## config.mk

```make
export PLATFORM = sky130hd
export DESIGN_NAME = lane_train_engine
export DESIGN_NICKNAME = d
export VERILOG_FILES = /design/src/rtl/train_pkg.sv /design/src/rtl/train_seq.sv /design/src/rtl/train_gen.sv /design/src/rtl/train_detect.sv /design/src/rtl/lane_train_engine.sv
export SDC_FILE = /design/constraint.sdc
export NUM_CORES = 1
export LEC_CHECK = 0
export CAP_MARGIN = 20
export CORE_UTILIZATION = 50
export DETAILED_ROUTE_END_ITERATION = 7
export DONT_BUFFER_PORTS = 1
export SYNTH_ARGS = -nofsm -noshare
export SYNTH_HDL_FRONTEND = slang
export SYNTH_SLANG_ARGS = --single-unit
```

## constraint.sdc

```tcl
create_clock -name clk -period 5.65 [get_ports clk]
set_clock_uncertainty 0.2 [all_clocks]
set_input_delay 0 -clock clk [delete_from_list [all_inputs] [get_ports clk]]
set_output_delay 0 -clock clk [all_outputs]
set_load 0.005 [all_outputs]
```

## src/rtl/train_pkg.sv

```systemverilog
package train_pkg;
  localparam int LANE_W   = 16;
  localparam int HALF_LEN = 10;
  localparam logic [LANE_W-1:0] WORD_HI = 16'h0FFF;
  localparam logic [LANE_W-1:0] WORD_LO = 16'hF000;

  typedef enum logic [1:0] {
    ST_OFF  = 2'd0,
    ST_IDLE = 2'd1,
    ST_HI   = 2'd2,
    ST_LO   = 2'd3
  } tr_state_e;
endpackage

```

## src/rtl/train_seq.sv

```systemverilog
module train_seq
  import train_pkg::*;
#(
  parameter int ALPHA_W = 8
) (
  input  logic               clk,
  input  logic               rst_n,
  input  logic               start_i,
  input  logic               spi_mode_i,
  input  logic [ALPHA_W-1:0] alpha_i,
  input  logic [3:0]         idle_code_i,
  output tr_state_e          state_o,
  output logic [3:0]         code_o,
  output logic               busy_o,
  output logic               done_o
);
  localparam int PH_W = $clog2(HALF_LEN);
  localparam logic [PH_W-1:0] PH_LAST = PH_W'(HALF_LEN - 1);

  tr_state_e          st_q, st_n;
  logic [PH_W-1:0]    ph_q, ph_n;
  logic [ALPHA_W-1:0] rep_q, rep_n;
  logic [ALPHA_W-1:0] alpha_q, alpha_n;
  logic [3:0]         code_q, code_n;
  logic               done_q, done_n;
  logic               adv_en;

  assign adv_en = (st_q != ST_OFF) || start_i;

  always_comb begin
    st_n    = st_q;
    ph_n    = ph_q;
    rep_n   = rep_q;
    alpha_n = alpha_q;
    code_n  = code_q;
    done_n  = 1'b0;
    unique case (st_q)
      ST_OFF: begin
        if (start_i) begin
          alpha_n = alpha_i;
          code_n  = idle_code_i;
          ph_n    = '0;
          if (spi_mode_i) begin
            st_n = ST_IDLE;
          end else if (alpha_i != '0) begin
            st_n  = ST_HI;
            rep_n = alpha_i - ALPHA_W'(1);
          end else begin
            done_n = 1'b1;
          end
        end
      end
      ST_IDLE: begin
        ph_n = '0;
        if (alpha_q != '0) begin
          st_n  = ST_HI;
          rep_n = alpha_q - ALPHA_W'(1);
        end else begin
          st_n   = ST_OFF;
          done_n = 1'b1;
        end
      end
      ST_HI: begin
        if (ph_q == PH_LAST) begin
          st_n = ST_LO;
          ph_n = '0;
        end else begin
          ph_n = ph_q + PH_W'(1);
        end
      end
      ST_LO: begin
        if (ph_q == PH_LAST) begin
          ph_n = '0;
          if (rep_q == '0) begin
            st_n   = ST_OFF;
            done_n = 1'b1;
          end else begin
            st_n  = ST_HI;
            rep_n = rep_q - ALPHA_W'(1);
          end
        end else begin
          ph_n = ph_q + PH_W'(1);
        end
      end
      default: st_n = ST_OFF;
    endcase
  end

  always_ff @(posedge clk or negedge rst_n) begin
    if (!rst_n) begin
      st_q    <= ST_OFF;
      ph_q    <= '0;
      rep_q   <= '0;
      alpha_q <= '0;
      code_q  <= '0;
    end else if (adv_en) begin
      st_q    <= st_n;
      ph_q    <= ph_n;
      rep_q   <= rep_n;
      alpha_q <= alpha_n;
      code_q  <= code_n;
    end
  end

  always_ff @(posedge clk or negedge rst_n) begin
    if (!rst_n) done_q <= 1'b0;
    else        done_q <= done_n;
  end

  assign state_o = st_q;
  assign code_o  = code_q;
  assign busy_o  = (st_q != ST_OFF);
  assign done_o  = done_q;

  // A high half runs its full length whatever start_i does
  p_hi_run_r3: assert property (@(posedge clk) disable iff (!rst_n)
    (st_q == ST_HI && ph_q != PH_LAST) |=> (st_q == ST_HI));

  p_lo_after_hi_r3: assert property (@(posedge clk) disable iff (!rst_n)
    (st_q == ST_HI && ph_q == PH_LAST) |=> (st_q == ST_LO));

  p_alpha_held_r7: assert property (@(posedge clk) disable iff (!rst_n)
    (st_q != ST_OFF) |=> $stable(alpha_q));

  p_done_idle_r6: assert property (@(posedge clk) disable iff (!rst_n)
    done_q |-> (st_q == ST_OFF));
endmodule

```

## src/rtl/train_gen.sv

```systemverilog
module train_gen
  import train_pkg::*;
(
  input  tr_state_e         state_i,
  input  logic [3:0]        code_i,
  input  logic [LANE_W-1:0] usr_data_i,
  input  logic              usr_ctl_i,
  input  logic              usr_par_i,
  input  logic              usr_prot_i,
  output logic [LANE_W-1:0] tx_data_o,
  output logic              tx_ctl_o,
  output logic              tx_par_o,
  output logic              tx_prot_o
);
  always_comb begin
    unique case (state_i)
      ST_IDLE: begin
        tx_data_o = {{(LANE_W-4){1'b0}}, code_i};
        tx_ctl_o  = 1'b1;
        tx_par_o  = 1'b0;
        tx_prot_o = 1'b0;
      end
      ST_HI: begin
        tx_data_o = WORD_HI;
        tx_ctl_o  = 1'b1;
        tx_par_o  = 1'b1;
        tx_prot_o = 1'b0;
      end
      ST_LO: begin
        tx_data_o = WORD_LO;
        tx_ctl_o  = 1'b0;
        tx_par_o  = 1'b0;
        tx_prot_o = 1'b1;
      end
      default: begin
        tx_data_o = usr_data_i;
        tx_ctl_o  = usr_ctl_i;
        tx_par_o  = usr_par_i;
        tx_prot_o = usr_prot_i;
      end
    endcase
  end
endmodule

```

## src/rtl/train_detect.sv

```systemverilog
module train_detect
  import train_pkg::*;
#(
  parameter int MATCH_RUN = 3
) (
  input  logic              clk,
  input  logic              rst_n,
  input  logic [LANE_W-1:0] rx_data_i,
  input  logic              rx_ctl_i,
  input  logic              ignore_i,
  output logic              fire_o
);
  localparam int CNT_W = $clog2(MATCH_RUN + 1);
  localparam logic [CNT_W-1:0] CNT_FULL = CNT_W'(MATCH_RUN);
  localparam logic [CNT_W-1:0] CNT_ARM  = CNT_W'(MATCH_RUN - 1);

  logic             match;
  logic [CNT_W-1:0] cnt_q, cnt_n;
  logic             fire_q, fire_n;

  assign match = rx_ctl_i && (rx_data_i == WORD_HI);

  always_comb begin
    if (!match)                cnt_n = '0;
    else if (cnt_q != CNT_FULL) cnt_n = cnt_q + CNT_W'(1);
    else                        cnt_n = cnt_q;
    fire_n = match && (cnt_q == CNT_ARM) && !ignore_i;
  end

  always_ff @(posedge clk or negedge rst_n) begin
    if (!rst_n) begin
      cnt_q  <= '0;
      fire_q <= 1'b0;
    end else begin
      cnt_q  <= cnt_n;
      fire_q <= fire_n;
    end
  end

  assign fire_o = fire_q;

  p_fire_on_match_r8: assert property (@(posedge clk) disable iff (!rst_n)
    fire_q |-> $past(match));

  p_fire_blocked_r9: assert property (@(posedge clk) disable iff (!rst_n)
    fire_q |-> !$past(ignore_i));

  p_fire_single_r10: assert property (@(posedge clk) disable iff (!rst_n)
    fire_q |=> !fire_q);
endmodule

```

## src/rtl/lane_train_engine.sv

```systemverilog
module lane_train_engine
  import train_pkg::*;
#(
  parameter int ALPHA_W   = 8,
  parameter int MATCH_RUN = 3
) (
  input  logic               clk,
  input  logic               rst_n,
  input  logic               start_i,
  input  logic               spi_mode_i,
  input  logic [ALPHA_W-1:0] alpha_i,
  input  logic [3:0]         idle_code_i,
  input  logic [15:0]        usr_data_i,
  input  logic               usr_ctl_i,
  input  logic               usr_par_i,
  input  logic               usr_prot_i,
  output logic [15:0]        tx_data_o,
  output logic               tx_ctl_o,
  output logic               tx_par_o,
  output logic               tx_prot_o,
  output logic               busy_o,
  output logic               done_o,
  input  logic [15:0]        rx_data_i,
  input  logic               rx_ctl_i,
  input  logic               ignore_train_i,
  output logic               deskew_start_o
);
  tr_state_e  seq_state;
  logic [3:0] seq_code;

  train_seq #(.ALPHA_W(ALPHA_W)) u_seq (
    .clk         (clk),
    .rst_n       (rst_n),
    .start_i     (start_i),
    .spi_mode_i  (spi_mode_i),
    .alpha_i     (alpha_i),
    .idle_code_i (idle_code_i),
    .state_o     (seq_state),
    .code_o      (seq_code),
    .busy_o      (busy_o),
    .done_o      (done_o)
  );

  train_gen u_gen (
    .state_i    (seq_state),
    .code_i     (seq_code),
    .usr_data_i (usr_data_i),
    .usr_ctl_i  (usr_ctl_i),
    .usr_par_i  (usr_par_i),
    .usr_prot_i (usr_prot_i),
    .tx_data_o  (tx_data_o),
    .tx_ctl_o   (tx_ctl_o),
    .tx_par_o   (tx_par_o),
    .tx_prot_o  (tx_prot_o)
  );

  train_detect #(.MATCH_RUN(MATCH_RUN)) u_det (
    .clk       (clk),
    .rst_n     (rst_n),
    .rx_data_i (rx_data_i),
    .rx_ctl_i  (rx_ctl_i),
    .ignore_i  (ignore_train_i),
    .fire_o    (deskew_start_o)
  );

  // done and busy never overlap
  p_done_not_busy_r6: assert property (@(posedge clk) disable iff (!rst_n)
    done_o |-> !busy_o);
endmodule

```

==> results, run 1 <==
- The antenna diode instance count is 0.
- The final count of hold timing violations was 1.
- The share of the yosys chip area belonging to registers is 37.8%.
- The final count of pins violating max slew is 0.
- The core box area is between 0.003 and 0.004 mm^2.
- Summing the areas of all fa, ha and maj instances in the mapped netlist gives 6.30% of the synthesized area.
- The final layout contains routed wiring with a total length of 5010 um.
- In this run the tool buffered the top-level ports with 0 buffer cells.
- For this run, the slowest stage of the critical path takes 570 ps.
- For this run, the share of the core covered by cells in the final layout is 66.8%.
- For this block, the initial DRC count from the detailed router was 100.
- Setup repair after global routing left no endpoint under its margin.
- The required time at the endpoint of the critical path is 5600 ps.
- The number of cells in the design after placement is between 200 and 300.
- Across every metal layer, demand over resource in global routing totals 25.9%.
- On the final layout, the worst hold slack is -1.08 ps.
- After Yosys synthesis, and, or, nand and nor cells account for 20.8% of the synthesized area.
- The arrival time at the worst endpoint is 2690 ps.
- The share of cells above drive strength 1 is 15.0%.
- The clock network burns 14.0% of the power.
- Setup violations remaining at the end of the flow were counted as 0.
- The floorplan has 22 rows.
- The reg-to-reg critical path startpoint is u_seq.state_o[1]$_DFFE_PN0P_.
- Walking the worst path, the cells encountered are inv_1 > ha_1 > nor2_4 > a21oi_1 > ha_1 > inv_1 > a211oi_2 > nand4_1 > xnor2_1 > o21ai_1.
- Entering global routing, the biggest net connects 31 pins.
- In this run the worst path has a maximum fanout of 15.
- Sequential cells account for 30.8% of the total power.
- The minimum clock period is 2740 ps.
- Clock tree synthesis selected as its root buffer the cell clkbuf_8.
- The number of buffers on the longest clock path is 2.
- The number of cells on the worst hold path is 4.
- In this run, CTS created clock tree buffers numbering 5.
- The synthesis-stage register bit count is 30.
- The share of the cycle needed by the critical path after routing is 48.5%.
- After synthesis, the largest family of logic cells by area is simple AND/OR/NAND/NOR gates.
- Headroom to the max-slew limit came out at 47.1%.
- For this run, the number of Yosys warnings is 0.
- The worst hold path begins at alpha_i[3].
- The overall power consumption is 1.25 mW.
- Measured in cells, the most critical reg-to-reg path has a length of 10.
- The first-pass iteration count of the detailed router is 4.
- The worst register-to-register path has a setup slack of 2910 ps.
- For this block, the via count after detailed routing is 1,770.
- For this configuration, the core starts out at a cell density of 53.1%.
- The first-pass GRT wire length is approximately 8200 um.
- At the end of routability-driven placement, the weighted congestion stood at about 0.8.
- Summed over all nets, the switching power comes to ~0.56 mW.
- In the post-route analysis, the smallest setup slack over all paths is ~2900 ps.
- The path type of the worst setup path is register to register.
- Across the run, the number of max-cap violations was 0.
- Broken down by cell family, the worst path's largest delay share belongs to adder cells.
- Summing all non-filler instances in the final layout gives an area of 0.00250 mm^2.
- The logic gate share of total power is 55.2%.
- The worst setup path is launched from a register.
- The via count of the first global-routing pass was approximately 1.7k.
- The critical-path cell with the highest stage delay is ha_1.
- The multiplexer area fraction after synthesis is 8.50%.
- The remaining routing DRC violations is 0.
- The critical path endpoint category is a register.
- In this run the worst hold path is classified as input pin to register.
- The endpoint of the worst-slack reg-to-reg timing path is u_seq.rep_q[6]$_DFFE_PN0P_.
- The area added between synthesis and finish is 25.9%.
- The number of clock sinks seen by CTS is 30.
- Counting both buffers and inverters, the worst setup path holds a total of 2.
- Summing the areas of all compound-gate instances in the mapped netlist gives between 20% and 30% of the synthesized area.
- Once detail routing completed, the nets flagged for antenna violations numbered 0.
- The post-synthesis xor/xnor area fraction is 1.76%.
- The clock network latency to the later pin of the worst-skew pair is 280 ps.
- The average wire per standard cell is between 15 and 20 um.
- The sum of overflow across all layers after global routing is 0.
- The number of different library cells used by synthesis comes to 42.
- Leaving out filler cells and counting taps, the final layout contains 301.
- The total placed instance area is roughly 0.0020 mm^2.
- The highest clock rate is about 0.36 GHz.
- Summed over all failing endpoints, the final setup total negative slack is 0 ps.
- The number of logic stages on the critical path including buffering is 10.
- In this run the worst setup path terminates at u_seq.rep_q[6]$_DFFE_PN0P_.
- Buffers added to address setup during post-CTS repair amount to 0.
- The flow ran to the end, but the final reports show violations.
- Summing every instance area after synthesis gives 0.00199 mm^2.
- The maximum ir drop on the vdd rail is 251 uV.
- The filler cells instantiated in the layout total roughly 280.
- In this run the horizontal extent of the chip is 65.0 um.
- Dividing the detail-routed via count by the number of cells gives 5.88.
- The internal power summed over all cells is 0.696 mW.
- The clock transition at the register clock pins on the worst setup and hold paths after CTS is 60 ps.
- The leakage power is 1.09 nW.
- The number of antenna violations at the first check in global routing is 0.
- Timing analysis after detailed placement gives a worst setup slack of 2910 ps.
- The final reports fail on hold timing.
- The net count after synthesis is ~280.
- The switching part of the total power is 44.4%.
- In this run the vertical extent of the chip is 65.0 um.
- The number of H-tree levels is 2.
- The critical path starts at u_seq.state_o[1]$_DFFE_PN0P_.
- TritonCTS built the clock tree.
- The post-synthesis area per instance is 9.28 um^2.
- Detailed placement ended at an HPWL of 3220 um.
- Pin placement for this block handled 75 I/O pins.
- For this run, the post-layout net count is around 320.
- The area of the die is between 0.004 and 0.005 mm^2.
- The power per standard cell area is approximately 500 mW/mm^2.
- The cell count after synthesis is 214.
- For the pin with the worst max-slew slack, the measured transition is 793 ps.
[layout by cell type (no fill, tap or decap), types with 4 or more instances in the layout]
master	synthesis	routed
nand2_1	49	49
dlygate4sd3_1	0	39
dfrtp_1	30	30
mux2_2	14	14
a21oi_1	12	12
ha_1	10	10
nor2_1	9	9
o21ai_1	8	8
inv_1	7	7
a22o_1	7	7
o21ai_0	6	6
clkbuf_8	0	6
nor4_1	5	5
nand4_1	5	5
nand2b_1	4	4
[cells by family after synthesis]
kind of cell | after synthesis
AOI/OAI and AO/OA | 51
xor gates and xnor gates | 4
and+or+nand+nor | 87
adders and majority gates | 10
muxes | 15
DFF | 30
buffers and inverters | 17
[metal layers]
metal	track usage, %	part of all wire [%]	vias up
li1	-	-	834
met1	30.1	42	848
met2	44.8	49	79
met3	6.87	6.6	9
met4	10.6	2.3	0
met5	0	0	-
[final cells by class]
cell class,instances,area [um^2],area share (%)
clock buffers,7,86.3,3.45
clock inverters,1,5.00,0.200
flip-flops and latches,30,751,30.0
well taps,48,60.1,2.40
repair buffers,41,430,17.2
inverters,7,26.3,1.05
multi-input cells,167,1140,45.7
[what timing repair did]
action / CTS / global route
hold buffers: 41 / 0
endpoints found under the hold margin: 79 / 0
resized for setup: 0 / 0
[flip-flops by register name, indices dropped and copies added (netlist names)]
register       cells
u_det.cnt_q        2
u_seq.done_o       1
u_det.fire_o       1
u_seq.ph_q         4
u_seq.state_o      2
u_seq.rep_q        8
u_seq.alpha_q      8
u_seq.code_o       4
[power by group through the flow]
stage / clock, mW / sequential [mW] / combinational [mW]
2_1_floorplan: 0 / 0.364 / 0.578
3_3_place_gp: 0 / 0.384 / 0.635
3_5_place_dp: 0 / 0.387 / 0.649
4_1_cts: 0.179 / 0.383 / 0.684
5_1_grt: 0.191 / 0.397 / 0.763
6_report: 0.175 / 0.386 / 0.692
[synth_stat cells, drive strengths merged]
| library cell | number | area share [%] |
|---|---|---|
| a211oi | 1 | 0.63 |
| a21o | 1 | 0.38 |
| a21oi | 16 | 5.2 |
| a22o | 9 | 4.8 |
| a31oi | 1 | 0.32 |
| buf | 4 | 2.3 |
| clkbuf | 6 | 1.1 |
| dfrtp | 30 | 38 |
| ha | 10 | 6.3 |
| inv | 7 | 1.3 |
| mux2 | 15 | 8.5 |
| nand2 | 49 | 9.3 |
| nand2b | 4 | 1.3 |
| nand3 | 3 | 1.0 |
| nand3b | 1 | 0.38 |
| nand4 | 5 | 1.6 |
| nand4b | 1 | 0.44 |
| nor2 | 10 | 2.3 |
| nor2b | 1 | 0.32 |
| nor3 | 3 | 0.76 |
| nor3b | 1 | 0.38 |
| nor4 | 6 | 2.2 |
| o2111ai | 1 | 1.3 |
| o21a | 2 | 0.76 |
| o21ai | 14 | 3.5 |
| o221ai | 1 | 0.76 |
| o31a | 1 | 0.44 |
| o31ai | 4 | 2.0 |
| or2 | 2 | 0.63 |
| or3 | 1 | 0.32 |
| xnor2 | 3 | 1.3 |
| xor2 | 1 | 0.44 |
[how the worst min path moves through the flow]
| stage | slack [ps] | to |
|---|---|---|
| after floorplan | -500 | u_det.cnt_q[0]$_DFFE_PN0P_ |
| after global placement | -490 | u_seq.ph_q[2]$_DFFE_PN0N_ |
| after detailed placement | -500 | u_seq.done_o$_DFF_PN0_ |
| after CTS | 0.6 | u_seq.done_o$_DFF_PN0_ |
| after global routing | 60 | u_seq.done_o$_DFF_PN0_ |
| final | -1 | u_seq.done_o$_DFF_PN0_ |
[worst min-delay path, delay by kind of cell]
kind	cells	cell delay, ps
compound gates	1	80
simple gates	3	330
No activity file was read; power rests on OpenSTA's default activity.
==> inputs of run 2 (changes only) <==
- PLACE_DENSITY: not set -> 0.68
- clock period: 5.65 -> 2.35 ns (I/O delays scaled with it)
==> run 2 against run 1 <==
The run now ends clean. Core utilization rose by 3.4 points. Register-to-register slack lost 2800 ps. Via count up 1.1%. Clock-buffer cell count rose by 1. Worst setup slack lost 2800 ps. Critical path type unchanged. Highest routed layer unchanged.
==> results, run 2 (synthesis gave the netlist of run 1 again) <==
- The required time at the endpoint of the critical path is 2320 ps (was 5600 ps).
- The number of cells in the design after placement is 261 (was 252).
- The number of buffers inserted by port buffering was 0 (unchanged).
- The sum of overflow across all layers after global routing came to 0 (unchanged).
- The leakage power is 1.14 nW (was 1.09 nW).
- The measured slew at the worst slew-check pin is 540 ps (was 793 ps).
- Largest registers in the final layout: u_seq.alpha_q x8, u_seq.rep_q x8 (unchanged).
- The remaining routing DRC violations is 0 (unchanged).
- The largest fanout on the critical path is 5 (was 15).
- The post-layout net count came to 326 (was 315).
- The number of antenna violations at the first check in global routing is 0 (unchanged).
- The CTS tree is built (unchanged).
- The number of vias per cell is 5.74 (was 5.88).
- The first-pass iteration count of the detailed router is 4 (unchanged).
- The count of antenna-violating nets left after detailed routing was 0 (unchanged).
- The first-pass GRT wire length is 7700 um (was 8160 um).
- The area added between synthesis and finish is 32.2% (was 25.9%).
- The antenna diode instance count is 0 (unchanged).
- The number of maximum-capacitance constraint violations was 0 (unchanged).
- The global router's overall resource usage was 24.4% (was 25.9%).
- The number of CTS-inserted buffers is 5 (unchanged).
- The number of buffers on the longest clock path was 2 (unchanged).
- The global placer's final weighted congestion came to 0.892 (was 0.803).
- The horizontal die dimension is 65.0 um (unchanged).
- Most used cells in the layout excluding fill and tap cells: 49 x nand2_1, 39 x dlygate4sd3_1, 28 x dfrtp_1 (was 49 x nand2_1, 39 x dlygate4sd3_1, 30 x dfrtp_1).
- The number of failing setup endpoints in the final timing report was 0 (unchanged).
- The power per standard cell area is 1250 mW/mm^2 (was 501 mW/mm^2).
- The critical path endpoint category is a register (unchanged).
- The remaining max-slew budget at the tightest pin came to 63.9% (was 47.1%).
- The final cell count without fillers is 312 (was 301).
- The estimated wirelength of the detail-placed design is 3410 um (was 3220 um).
- The number of H-tree levels is 2 (unchanged).
- The setup TNS is 0 ps (unchanged).
- The arrival time at the worst endpoint is 2200 ps (was 2690 ps).
- The number of I/O pins came to 75 (unchanged).
- The final count of hold timing violations is 0 (was 1).
- The final count of pins violating max slew is 0 (unchanged).
- The number of clock sinks seen by CTS is 30 (unchanged).
- The average wire per standard cell is 15.8 um (was 16.6 um).
- Result of the run: complete, no violations (was finished with violations).
- The most common cell after layout, fill and taps aside is nand2_1 (unchanged).
- The via count is 1,790 (was 1,770).
- The initial standard-cell utilization of the core is 53.1% (unchanged).
- The clock transition at the register clock pins on the worst setup and hold paths after CTS is 60 ps (about the same).
- The row count is 22 (unchanged).
- The classification of the worst-slack hold path was input pin to register (unchanged).
- The core box area was 0.00374 mm^2 (unchanged).
- The share of the cycle needed by the critical path after routing is 95.0% (was 48.5%).
- The clock root buffer master was clkbuf_8 (unchanged).
- The clock network latency to the later pin of the worst-skew pair was 280 ps (about the same).
- The via count of the first global-routing pass came to 1,788 (was 1,724).
- The largest net degree at the start of global routing is 31 (unchanged).
- The area of the die is 0.00423 mm^2 (unchanged).
- The count of routing violations after the opening detailed-route iteration was 99 (was 100).
- The element type at the critical path start is a register (unchanged).
- The die boundary height is 65.0 um (unchanged).
- The highest clock rate is 0.448 GHz (was 0.365 GHz).
- The share of cells above drive strength 1 was 21.6% (was 15.0%).
- The maximum ir drop on the vdd rail was 614 uV (was 251 uV).
- The minimum clock period is 2230 ps (was 2740 ps).
- The post-detailed-routing wire length is 4930 um (was 5010 um).
- The fraction of the core area covered by cells at the end of the flow is 70.2% (was 66.8%).
- The path type of the worst setup path is register to register (unchanged).
run 2: final timing paths:
| path | start | depth (start not counted) | end | slack, ps |
|---|---|---|---|---|
| worst max-delay path | u_seq.state_o[1]$_DFFE_PN0P_ | 10 | u_seq.rep_q[6]$_DFFE_PN0P_ | 120 |
| worst min-delay path | alpha_i[2] | 4 | u_seq.done_o$_DFF_PN0_ | 20 |
| worst max register to register | u_seq.state_o[1]$_DFFE_PN0P_ | 10 | u_seq.rep_q[6]$_DFFE_PN0P_ | 120 |
| worst min register to register | u_seq.ph_q[3]$_DFFE_PN0N_ | 1 | u_seq.ph_q[3]$_DFFE_PN0N_ | 290 |
| max in group asynchronous | rst_n | 3 | u_seq.state_o[1]$_DFFE_PN0P_ | 1700 |
| min in group asynchronous | rst_n | 3 | u_seq.alpha_q[3]$_DFFE_PN0P_ | 70 |
run 2: through the flow:
| stage | hold WS [ps] | setup slack (ps) | power [mW] | area [um^2] |
|---|---|---|---|---|
| 3_5_place_dp | -495 | -40.8 | 2.63 | 2050 |
| 3_3_place_gp | -495 | 130 | 2.55 | 2050 |
| 4_1_cts | 3.82 | 18.6 | 3.23 | 2610 |
| 6_report | 22.7 | 118 | 3.28 | 2630 |
| 2_1_floorplan | -496 | 156 | 2.27 | 1990 |
| 5_1_grt | 42.5 | -10.6 | 3.52 | 2630 |
run 2: area by class of cell:
type / count / area (um^2)
flip-flops and latches: 30 / 753
multi-input cells: 167 / 1160
inverters: 7 / 26.3
clock buffers: 8 / 110
repair buffers: 52 / 513
well taps: 48 / 60.1
fillers: 269 / 1120
run 2: report_power, final:
part | internal (mW) | switching, mW | leakage, nW
combinational | 0.838 | 1.01 | 0.716
clock | 0.295 | 0.190 | 0.0575
sequential | 0.742 | 0.204 | 0.371
run 2: routing by layer:
metal  GRT usage (%)  vias up  part of all wire (%)
li1                -      852                     -
met4            9.78        0                   1.2
met1            25.9      843                    41
met3            7.04        4                   7.6
met5               0        -                     0
met2            44.9       91                    50
run 2: worst max-delay path, cell delays in order, from the launching register on:
cell	delay (ps)
dfrtp_2	410
inv_2	70
ha_2	210
a22o_1	210
a21oi_2	150
ha_1	190
inv_1	60
a211oi_2	200
nand4_1	140
xnor2_1	200
o21ai_1	80
run 2: repair_timing:
| action | CTS | global route |
|---|---|---|
| resized for setup | 2 | 6 |
| setup endpoints to repair | 1 | 3 |
| hold endpoints to repair | 79 | 0 |
| setup buffers | 2 | 0 |
| hold buffers | 41 | 0 |
| pin swaps | 1 | 3 |
